**src/rtl/fwc_pkg.sv**
```systemverilog
package fwc_pkg;

  // Mode register layout (bit positions decoded by software)
  localparam int THR_W       = 6;
  localparam int RX_THR_LSB  = 24;
  localparam int TX_THR_LSB  = 16;
  localparam int RX_MODE_LSB = 4;
  localparam int TX_MODE_LSB = 0;
  localparam int REG_W       = 32;

  typedef enum logic [1:0] {
    RDY_ONE  = 2'd0,
    RDY_TWO  = 2'd1,
    RDY_FOUR = 2'd2,
    RDY_RSV  = 2'd3
  } rdy_mode_e;

  // Strobes from control to datapath
  typedef struct packed {
    logic flush;
    logic txInc;
    logic txDec;
    logic rxInc;
    logic rxDec;
  } fwc_strobe_t;

endpackage

```
**src/rtl/fwc_datapath.sv**
```systemverilog
module fwc_datapath
  import fwc_pkg::*;
#(
  parameter int DEPTH = 16,
  localparam int CW = $clog2(DEPTH + 1)
) (
  input  logic        clk,
  input  logic        rstN,
  input  fwc_strobe_t strb,
  output logic [CW-1:0] txCount,
  output logic [CW-1:0] rxCount,
  output logic [CW-1:0] txPrev,
  output logic [CW-1:0] rxPrev
);

  localparam logic [CW-1:0] FULL_C = CW'(DEPTH);

  // channel 0 = transmit, channel 1 = receive
  logic [1:0] incV;
  logic [1:0] decV;

  assign incV = {strb.rxInc, strb.txInc};
  assign decV = {strb.rxDec, strb.txDec};

  for (genvar ch = 0; ch < 2; ch++) begin : g_ch
    logic [CW-1:0] cntQ;
    logic [CW-1:0] prvQ;

    always_ff @(posedge clk or negedge rstN) begin
      if (!rstN) begin
        cntQ <= '0;
        prvQ <= '0;
      end else if (strb.flush) begin
        cntQ <= '0;
        prvQ <= '0;
      end else begin
        prvQ <= cntQ;
        unique case ({incV[ch], decV[ch]})
          2'b10:   cntQ <= cntQ + CW'(1);
          2'b01:   cntQ <= cntQ - CW'(1);
          default: cntQ <= cntQ;
        endcase
      end
    end


    cnt_bound_chk: assert property (@(posedge clk) disable iff (!rstN)
      cntQ <= FULL_C);


    no_overflow_chk: assert property (@(posedge clk) disable iff (!rstN)
      !(incV[ch] && !decV[ch] && cntQ == FULL_C));


    no_underflow_chk: assert property (@(posedge clk) disable iff (!rstN)
      !(decV[ch] && cntQ == '0));
  end

  assign txCount = g_ch[0].cntQ;
  assign txPrev  = g_ch[0].prvQ;
  assign rxCount = g_ch[1].cntQ;
  assign rxPrev  = g_ch[1].prvQ;

endmodule

```
**src/rtl/fwc_control.sv**
```systemverilog
module fwc_control
  import fwc_pkg::*;
#(
  parameter int DEPTH = 16,
  localparam int CW = $clog2(DEPTH + 1)
) (
  input  logic             clk,
  input  logic             rstN,
  input  logic             fifoEn,
  input  logic             regWrEn,
  input  logic [REG_W-1:0] regWrData,
  output logic [REG_W-1:0] regRdData,
  input  logic             txPush,
  input  logic             txPop,
  input  logic             rxPush,
  input  logic             rxPop,
  input  logic             statClr,
  input  logic [CW-1:0]    txCount,
  input  logic [CW-1:0]    rxCount,
  input  logic [CW-1:0]    txPrev,
  input  logic [CW-1:0]    rxPrev,
  output fwc_strobe_t      strb,
  output logic             txRdy,
  output logic             rxRdy,
  output logic             txThrFlag,
  output logic             rxThrFlag,
  output logic             txOvf,
  output logic             txUnf,
  output logic             rxOvf,
  output logic             rxUnf
);

  localparam logic [CW-1:0] FULL_C = CW'(DEPTH);
  localparam int XW = ((CW > THR_W) ? CW : THR_W) + 1;

  // ---------------- mode register ----------------
  logic [THR_W-1:0] rxThrQ;
  logic [THR_W-1:0] txThrQ;
  rdy_mode_e        rxModeQ;
  rdy_mode_e        txModeQ;

  always_ff @(posedge clk or negedge rstN) begin
    if (!rstN) begin
      rxThrQ  <= '0;
      txThrQ  <= '0;
      rxModeQ <= RDY_ONE;
      txModeQ <= RDY_ONE;
    end else if (regWrEn) begin
      rxThrQ  <= regWrData[RX_THR_LSB +: THR_W];
      txThrQ  <= regWrData[TX_THR_LSB +: THR_W];
      rxModeQ <= rdy_mode_e'(regWrData[RX_MODE_LSB +: 2]);
      txModeQ <= rdy_mode_e'(regWrData[TX_MODE_LSB +: 2]);
    end
  end

  logic unusedWrBits;
  assign unusedWrBits = ^{regWrData[31:30], regWrData[23:22],
                          regWrData[15:6], regWrData[3:2]};

  always_comb begin
    regRdData = '0;
    if (fifoEn) begin
      regRdData[RX_THR_LSB +: THR_W] = rxThrQ;
      regRdData[TX_THR_LSB +: THR_W] = txThrQ;
      regRdData[RX_MODE_LSB +: 2]    = rxModeQ;
      regRdData[TX_MODE_LSB +: 2]    = txModeQ;
    end
  end

  // ---------------- accept / reject ----------------
  logic txPushOk, txPopOk, rxPushOk, rxPopOk;

  assign txPopOk  = fifoEn && txPop && (txCount != '0);
  assign rxPopOk  = fifoEn && rxPop && (rxCount != '0);
  assign txPushOk = fifoEn && txPush && ((txCount != FULL_C) || txPopOk);
  assign rxPushOk = fifoEn && rxPush && ((rxCount != FULL_C) || rxPopOk);

  always_comb begin
    strb.flush = !fifoEn;
    strb.txInc = txPushOk;
    strb.txDec = txPopOk;
    strb.rxInc = rxPushOk;
    strb.rxDec = rxPopOk;
  end

  always_ff @(posedge clk or negedge rstN) begin
    if (!rstN) begin
      txOvf <= 1'b0;
      txUnf <= 1'b0;
      rxOvf <= 1'b0;
      rxUnf <= 1'b0;
    end else begin
      txOvf <= fifoEn && txPush && !txPushOk;
      txUnf <= fifoEn && txPop  && !txPopOk;
      rxOvf <= fifoEn && rxPush && !rxPushOk;
      rxUnf <= fifoEn && rxPop  && !rxPopOk;
    end
  end

  // ---------------- ready flags ----------------
  function automatic logic [CW-1:0] needOf(input rdy_mode_e m);
    unique case (m)
      RDY_TWO:  return CW'(2);
      RDY_FOUR: return CW'(4);
      default:  return CW'(1);
    endcase
  endfunction

  logic [CW-1:0] txFree;
  assign txFree = FULL_C - txCount;
  assign txRdy  = txFree  >= needOf(txModeQ);
  assign rxRdy  = rxCount >= needOf(rxModeQ);

  // ---------------- threshold crossings ----------------
  logic [XW-1:0] rxThrX, txThrX;
  logic          rxAtNow, rxAtPrev, txAtNow, txAtPrev;
  logic          rxEvt, txEvt;

  assign rxThrX   = XW'(rxThrQ);
  assign txThrX   = XW'(txThrQ);
  assign rxAtNow  = XW'(rxCount) >= rxThrX;
  assign rxAtPrev = XW'(rxPrev)  >= rxThrX;
  assign txAtNow  = XW'(txCount) <= txThrX;
  assign txAtPrev = XW'(txPrev)  <= txThrX;
  assign rxEvt    = rxAtNow && !rxAtPrev;
  assign txEvt    = txAtNow && !txAtPrev;

  always_ff @(posedge clk or negedge rstN) begin
    if (!rstN) begin
      rxThrFlag <= 1'b0;
      txThrFlag <= 1'b0;
    end else if (!fifoEn) begin
      rxThrFlag <= 1'b0;
      txThrFlag <= 1'b0;
    end else begin
      if (rxEvt)        rxThrFlag <= 1'b1;
      else if (statClr) rxThrFlag <= 1'b0;
      if (txEvt)        txThrFlag <= 1'b1;
      else if (statClr) txThrFlag <= 1'b0;
    end
  end


  rx_rise_dir_chk: assert property (@(posedge clk) disable iff (!rstN)
    $rose(rxThrFlag) |-> $past(rxCount) > $past(rxPrev));


  tx_fall_dir_chk: assert property (@(posedge clk) disable iff (!rstN)
    $rose(txThrFlag) |-> $past(txCount) < $past(txPrev));


  disable_flush_chk: assert property (@(posedge clk) disable iff (!rstN)
    !fifoEn |=> (txCount == '0 && rxCount == '0 && !txThrFlag && !rxThrFlag));


  tx_ovf_full_chk: assert property (@(posedge clk) disable iff (!rstN)
    txOvf |-> $past(txCount) == FULL_C);


  rx_unf_empty_chk: assert property (@(posedge clk) disable iff (!rstN)
    rxUnf |-> $past(rxCount) == '0);


  rd_zero_off_chk: assert property (@(posedge clk) disable iff (!rstN)
    !fifoEn |-> regRdData == '0);

endmodule

```
**src/rtl/fifo_watermark_ctrl.sv**
```systemverilog
module fifo_watermark_ctrl
  import fwc_pkg::*;
#(
  parameter int DEPTH = 16,
  localparam int CW = $clog2(DEPTH + 1)
) (
  input  logic             clk,
  input  logic             rstN,
  input  logic             fifoEn,
  input  logic             regWrEn,
  input  logic [31:0]      regWrData,
  output logic [31:0]      regRdData,
  input  logic             txPush,
  input  logic             txPop,
  input  logic             rxPush,
  input  logic             rxPop,
  input  logic             statClr,
  output logic [CW-1:0]    txCount,
  output logic [CW-1:0]    rxCount,
  output logic             txRdy,
  output logic             rxRdy,
  output logic             txThrFlag,
  output logic             rxThrFlag,
  output logic             txOvf,
  output logic             txUnf,
  output logic             rxOvf,
  output logic             rxUnf
);

  fwc_strobe_t   strb;
  logic [CW-1:0] txPrev;
  logic [CW-1:0] rxPrev;

  fwc_control #(.DEPTH(DEPTH)) u_ctrl (
    .clk       (clk),
    .rstN      (rstN),
    .fifoEn    (fifoEn),
    .regWrEn   (regWrEn),
    .regWrData (regWrData),
    .regRdData (regRdData),
    .txPush    (txPush),
    .txPop     (txPop),
    .rxPush    (rxPush),
    .rxPop     (rxPop),
    .statClr   (statClr),
    .txCount   (txCount),
    .rxCount   (rxCount),
    .txPrev    (txPrev),
    .rxPrev    (rxPrev),
    .strb      (strb),
    .txRdy     (txRdy),
    .rxRdy     (rxRdy),
    .txThrFlag (txThrFlag),
    .rxThrFlag (rxThrFlag),
    .txOvf     (txOvf),
    .txUnf     (txUnf),
    .rxOvf     (rxOvf),
    .rxUnf     (rxUnf)
  );

  fwc_datapath #(.DEPTH(DEPTH)) u_dp (
    .clk     (clk),
    .rstN    (rstN),
    .strb    (strb),
    .txCount (txCount),
    .rxCount (rxCount),
    .txPrev  (txPrev),
    .rxPrev  (rxPrev)
  );

endmodule

```
**config.mk**
```make
export PLATFORM = sky130hd
export DESIGN_NAME = fifo_watermark_ctrl
export DESIGN_NICKNAME = d
export VERILOG_FILES = /design/src/rtl/fwc_pkg.sv /design/src/rtl/fwc_datapath.sv /design/src/rtl/fwc_control.sv /design/src/rtl/fifo_watermark_ctrl.sv
export SDC_FILE = /design/constraint.sdc
export NUM_CORES = 1
export LEC_CHECK = 0
export ABC_AREA = 1
export BUFFER_PORTS_ARGS = -buffer_cell sky130_fd_sc_hd__buf_2
export CAP_MARGIN = 5
export CORE_ASPECT_RATIO = 1.4
export CORE_MARGIN = 4
export CORE_UTILIZATION = 38
export DETAILED_ROUTE_END_ITERATION = 7
export HOLD_SLACK_MARGIN = 0.1
export PLACE_DENSITY = 0.72
export SYNTH_ARGS = -nofsm -noshare
export SYNTH_HDL_FRONTEND = slang
export SYNTH_SLANG_ARGS = --single-unit
```
**constraint.sdc**
```tcl
create_clock -name clk -period 7 [get_ports clk]
set_input_delay 1.75 -clock clk [delete_from_list [all_inputs] [get_ports clk]]
set_output_delay 1.75 -clock clk [all_outputs]
set_load 0.03 [all_outputs]
```
==> results.py, run 1 <==
metrics = {
    "grt": {
        "grt_pass1_vias": 2505,
        "grt-ovfl-total": 0,
        "grt_max_degree": 43,
        "grt_pass1_wl_um": 11100,
        "track_usage": 0.140,
        "antenna_found_initial": 0,
    },
    "sta": {
        "period_needed_ps": 4450,
        "slew_viol_final": 0,
        "hold_viol_final": 0,
        "period_share": 0.635,
        "setup_viol": 0,
        "timing.hold.ws_ps": 532,
        "fin_skew_ps": 3.68,
        "fmax_ghz": 0.225,
        "tns_ps": 0,
        "maxSlewHeadroom": 0.374,
        "rsz0062_at_grt": "no",
        "worst_pin_slew_ps": 939,
    },
    "floorplanning": {
        "dieArea_um2": 9620,
        "coreArea_um2": 7850,
        "start_util": 0.392,
        "die_w_um": 84.1,
        "fp-row-count": 38,
        "die_h_um": 114,
        "ioPinCount": 91,
    },
    "worst_setup_path": {
        "arrival_ps": 2700,
        "crit_start": "fifoEn",
        "end_kind": "output pin",
        "reg2regPathDepth": 17,
        "timing.setup.critical_path_class": "in -> out",
        "crit_required_ps": 5250,
        "crit_slowest_cell": "buf_2",
        "r2r-end": "u_dp.txCount[4]",
        "start_kind": "input pin",
        "critPathMaxStageDelay_ps": 510,
        "crit_end": "regRdData[0]",
        "crit_top_cell": "buf_2",
        "reg2reg_from": "u_dp.txCount[0]",
        "crit_chain": "buf_2, nand2_1, inv_1, buf_2",
        "rrSetupSlack_ps": 4280,
        "path_max_fanout": 33,
    },
    "cts": {
        "ctsHtreeMaxLevel": 2,
        "cts_tree": "built",
        "cts_buffers": 5,
        "cts_resized": 0,
        "cts_hold_buf": 0,
        "post_cts_buffers": 0,
        "clock_path_buffers": 2,
        "root_buffer": "clkbuf_8",
        "cts.sinks": 42,
        "insertion_delay_ps": 290,
        "clk_pin_slew_worst_paths_ps": 80,
    },
    "detailed_routing": {
        "drc": 0,
        "avgViaCountPerCell": 4.51,
        "vias": 2514,
        "antenna_left": 0,
        "postRouteWirelength_um": 6380,
        "first_pass_iters": 4,
        "drt-initial-drc-count": 103,
        "wl_per_cell_um": 11.4,
    },
    "yosys": {
        "synth_top_area_share": 0.341,
        "ys_top_cells_by_area": "dfrtp_1, ha_1, nand2_1",
        "ys.flop_type": "dfrtp_1",
        "syn_inst": 399,
        "syn_area_per_cell_um2": 7.71,
        "yosysSeqAreaShare": 0.341,
        "synth_cell_types": 33,
        "ys_ff_latch": 42,
        "netlist_area_um2": 3080,
        "yosysTopAreaCell": "dfrtp_1",
        "synthArstFlopShare": 1.00,
        "ys_warn_count": 0,
        "synth-edff-count": 0,
    },
    "layout": {
        "fillers": 811,
        "mostFrequentLayoutCells": "nand2_1, inv_1, buf_2, dfrtp_1, ha_1",
        "stdcell_area_um2": 3490,
        "num_antenna_cells": 0,
        "final_common_cell": "nand2_1",
        "drive_above_1_share": 0.183,
        "final_nets": 539,
        "syn2layout_area_growth_pct": 13.5,
    },
    "power_and_ir_drop": {
        "p_leak_uw": 0.00220,
        "total_power_uw": 751,
        "ir_drop_v": 0.0000917,
        "pwr_density_cell_nw_per_um2": 215,
    },
    "placed_design": {
        "dpl.hpwl_um": 5020,
        "gp_congestion": 0.817,
        "place_area_um2": 3400,
        "io_buffers": 58,
    },
    "run": {
        "drv_cap": 0,
    },
    "hold_path": {
        "hold_class": "reg -> reg",
    },
    "outcome": {
        "status": "completed",
    },
}
-- layer usage --
metal  vias up  part of all wire  track usage
met5         -                 0            0
met3         6             0.054       0.0187
met2        67              0.50        0.259
li1       1307                 -            -
met4         0             0.015       0.0494
met1      1134              0.43        0.164
-- state kept, by name, summed over array words and instances (netlist names) --
signal,count
u_ctrl.rxModeQ,2
u_ctrl.rxOvf,1
u_ctrl.rxThrFlag,1
u_ctrl.rxThrQ,6
u_ctrl.rxUnf,1
u_ctrl.txModeQ,2
u_ctrl.txOvf,1
u_ctrl.txThrFlag,1
u_ctrl.txThrQ,6
u_ctrl.txUnf,1
u_dp.rxCount,5
u_dp.rxPrev,5
u_dp.txCount,5
u_dp.txPrev,5
-- per-stage QoR --
step / utilization / std cells / setup slack (ps)
floorplan: - / 414 / 2900
global placement: 0.434 / 550 / 2540
detailed placement: 0.434 / 550 / 2540
CTS: 0.445 / 558 / 2540
global route: 0.445 / 558 / 2480
finish: 0.445 / 558 / 2550
-- area by class of cell --
class                   instances  area [um2]  area share
clock buffers                   7        86.3      0.0247
multi-input cells             262        1610       0.459
well taps                     100         125      0.0358
flip-flops and latches         42        1050       0.301
clock inverters                 1        5.00     0.00143
repair buffers                 58         290      0.0831
inverters                      88         332      0.0949
-- synthesized netlist by cell type, types with 3 or more instances --
cell type / instances
o21bai_1: 3
dfrtp_1: 42
nor3_1: 4
nand3_4: 3
buf_4: 16
clkbuf_1: 3
inv_1: 85
a21oi_1: 6
nand4_1: 4
xnor2_1: 3
nand2_1: 112
nor2_1: 15
o21ai_0: 18
ha_1: 39
nand3_1: 18
buf_2: 3
-- logic make-up (layout without fill, tap and decap cells) --
logic type,after synthesis,after routing,share of synthesized area
AND/OR/NAND/NOR,166,166,0.248
XOR/XNOR,4,4,0.0114
AO/OA/AOI/OAI,33,33,0.0638
buffers and inverters,110,154,0.155
other,1,16,0.00122
multiplexers,2,2,0.00732
flip-flops,42,42,0.341
adder cells (fa/ha/maj),41,41,0.172
-- critical path, delay by kind of cell --
| family | cells | cell delay [ps] |
|---|---|---|
| buffers and inverters | 3 | 830 |
| and+or+nand+nor | 1 | 110 |
-- worst min-delay path by stage --
stage | start | to | cells past startpoint
floorplan | u_ctrl.rxThrQ[1] | u_ctrl.rxThrQ[1] | 2
global placement | u_ctrl.rxThrFlag | u_ctrl.rxThrFlag | 2
detailed placement | u_ctrl.rxThrFlag | u_ctrl.rxThrFlag | 2
CTS | u_ctrl.rxThrFlag | u_ctrl.rxThrFlag | 2
global route | u_ctrl.rxThrFlag | u_ctrl.rxThrFlag | 2
finish | u_ctrl.rxThrFlag | u_ctrl.rxThrFlag | 2
-- where the power goes --
part / internal (uW) / leakage, uW / switching (uW) / total (uW)
sequential: 266 / 0.000549 / 28.4 / 295
combinational: 98.3 / 0.00160 / 195 / 293
clock: 79.7 / 0.0000482 / 83.4 / 163
Note: power is estimated with default switching activity, not from simulation.
==> run 2, diff against run 1 <==
==> constraint.sdc (replaced) <==
create_clock -name clk -period 4.1 [get_ports clk]
set_input_delay 1.025 -clock clk [delete_from_list [all_inputs] [get_ports clk]]
set_output_delay 1.025 -clock clk [all_outputs]
set_load 0.03 [all_outputs]
==> run 2 against run 1 <==
  * Register-to-register slack got worse by 2900 ps
  * Flip-flop and latch count unchanged
  * Design area increased by 1.7%
  * Global-route usage increased by 0.10 points
  * Setup slack got worse by 1700 ps
  * Wire length increased by 1.9%
  * Critical path type is now reg -> out
  * First-iteration DRC count decreased by 18%
  * Hold slack improved by 15 ps
  * Clock skew increased by 7.1 ps
  * Critical endpoint is now txRdy
  * Clock power increased by 150%
  * Final cell count increased by 0.18%
==> results.py, run 2 (synthesis results as in run 1) <==
metrics = {
    "outcome": {
        "status": "completed",
    },
    "power_and_ir_drop": {
        "pwr_density_cell_nw_per_um2": 397,
        "ir_drop_v": 0.000167,
        "p_leak_uw": 0.00223,
    },
    "cts": {
        "post_cts_buffers": 0,
        "cts.sinks": 42,
        "root_buffer": "clkbuf_8",
        "clock_path_buffers": 2,
        "ctsHtreeMaxLevel": 2,
        "cts_hold_buf": 0,
        "insertion_delay_ps": 290,
        "cts_resized": 0,
        "clk_pin_slew_worst_paths_ps": 80,
        "cts_buffers": 5,
        "cts_tree": "built",
    },
    "layout": {
        "largestRegisters": "u_ctrl.rxThrQ x6, u_ctrl.txThrQ x6",
        "syn2layout_area_growth_pct": 15.4,
        "stdcell_area_um2": 3550,
        "final_nets": 540,
        "drive_above_1_share": 0.187,
        "mostFrequentLayoutCells": "nand2_1, inv_1, buf_2, dfrtp_1, ha_1",
        "num_antenna_cells": 0,
        "final_common_cell": "nand2_1",
        "utilization": 0.453,
    },
    "detailed_routing": {
        "avgViaCountPerCell": 4.60,
        "postRouteWirelength_um": 6490,
        "antenna_left": 0,
        "drt-initial-drc-count": 84,
        "first_pass_iters": 4,
        "wl_per_cell_um": 11.6,
        "vias": 2574,
        "drc": 0,
    },
    "worst_setup_path": {
        "reg2reg_from": "u_dp.txCount[0]",
        "end_kind": "output pin",
        "crit_start": "u_dp.txCount[0]",
        "crit_top_cell": "ha_1",
        "arrival_ps": 2180,
        "path_max_fanout": 6,
        "path_buf_inv": 2,
        "timing.setup.critical_path_class": "reg -> out",
        "start_kind": "flop",
        "crit_required_ps": 3070,
        "path_delay_family": "adder cells",
        "crit_chain": "inv_1, ha_1, ha_1, a21boi_0, o21ai_0, nand4_1, buf_2",
        "critPathMaxStageDelay_ps": 460,
        "crit_slowest_cell": "dfrtp_1",
    },
    "sta": {
        "slew_viol_final": 0,
        "worst_pin_slew_ps": 936,
        "hold_viol_final": 0,
        "setup_viol": 0,
        "period_share": 0.782,
        "fin_skew_ps": 10.7,
        "rsz0062_at_grt": "no",
        "fmax_ghz": 0.312,
        "tns_ps": 0,
        "maxSlewHeadroom": 0.376,
        "timing.hold.ws_ps": 546,
        "period_needed_ps": 3210,
    },
    "grt": {
        "antenna_found_initial": 0,
        "grt_pass1_vias": 2559,
        "track_usage": 0.141,
        "grt_max_degree": 43,
        "grt-ovfl-total": 0,
        "grt_pass1_wl_um": 11200,
    },
    "placed_design": {
        "dpl.hpwl_um": 5200,
        "gp_congestion": 0.820,
        "io_buffers": 58,
        "place_area_um2": 3410,
    },
    "floorplanning": {
        "ioPinCount": 91,
        "start_util": 0.392,
        "fp-row-count": 38,
        "dieArea_um2": 9620,
        "die_w_um": 84.1,
        "die_h_um": 114,
        "coreArea_um2": 7850,
    },
    "run": {
        "drv_cap": 0,
    },
    "hold_path": {
        "hold_class": "reg -> reg",
        "min-delay-start": "u_ctrl.rxThrFlag",
    },
}
==> run 2: worst paths after layout <==
path / slack (ps) / depth (start not counted) / to
setup / recovery: 890 / 7 / txRdy
hold / removal: 550 / 2 / u_ctrl.rxThrFlag
setup reg to reg: 1370 / 17 / u_dp.txCount[4]
hold reg to reg: 550 / 2 / u_ctrl.rxThrFlag
max in group asynchronous: 2650 / 1 / u_dp.rxPrev[4]
min in group asynchronous: 850 / 1 / u_ctrl.txOvf
==> run 2: worst min-delay path: cells and delay by family, from the launching register on <==
family / cells / cell delay (ps)
AND/OR/NAND/NOR: 1 / 70
AO/OA/AOI/OAI: 1 / 60
flip-flops: 1 / 380
==> run 2: power by group <==
group	internal (uW)	total (uW)	switching (uW)
Clock	260	403	144
Sequential	455	502	47.5
Combinational	169	505	336
==> run 2: area by class of cell <==
type / instances / area [um2]
flip-flops and latches: 42 / 1050
clock inverters: 2 / 60.1
fillers: 786 / 4290
repair buffers: 59 / 298
well taps: 100 / 125
inverters: 88 / 332
clock buffers: 6 / 82.6
multi-input cells: 262 / 1610
==> run 2: routing by layer <==
metal / share of wire / up-vias / global-route usage
met5: 0 / - / 0
met1: 0.41 / 1175 / 0.171
met3: 0.069 / 6 / 0.0187
met2: 0.51 / 85 / 0.250
met4: 0.013 / 0 / 0.0579
li1: - / 1308 / -
==> run 2: stage by stage <==
stage / power [uW] / instances / worst slack [ps]
floorplan: 887 / 414 / 1180
global placement: 996 / 551 / 1070
detailed placement: 1020 / 551 / 1060
CTS: 1430 / 559 / 894
global route: 1520 / 559 / 804
finish: 1410 / 559 / 895
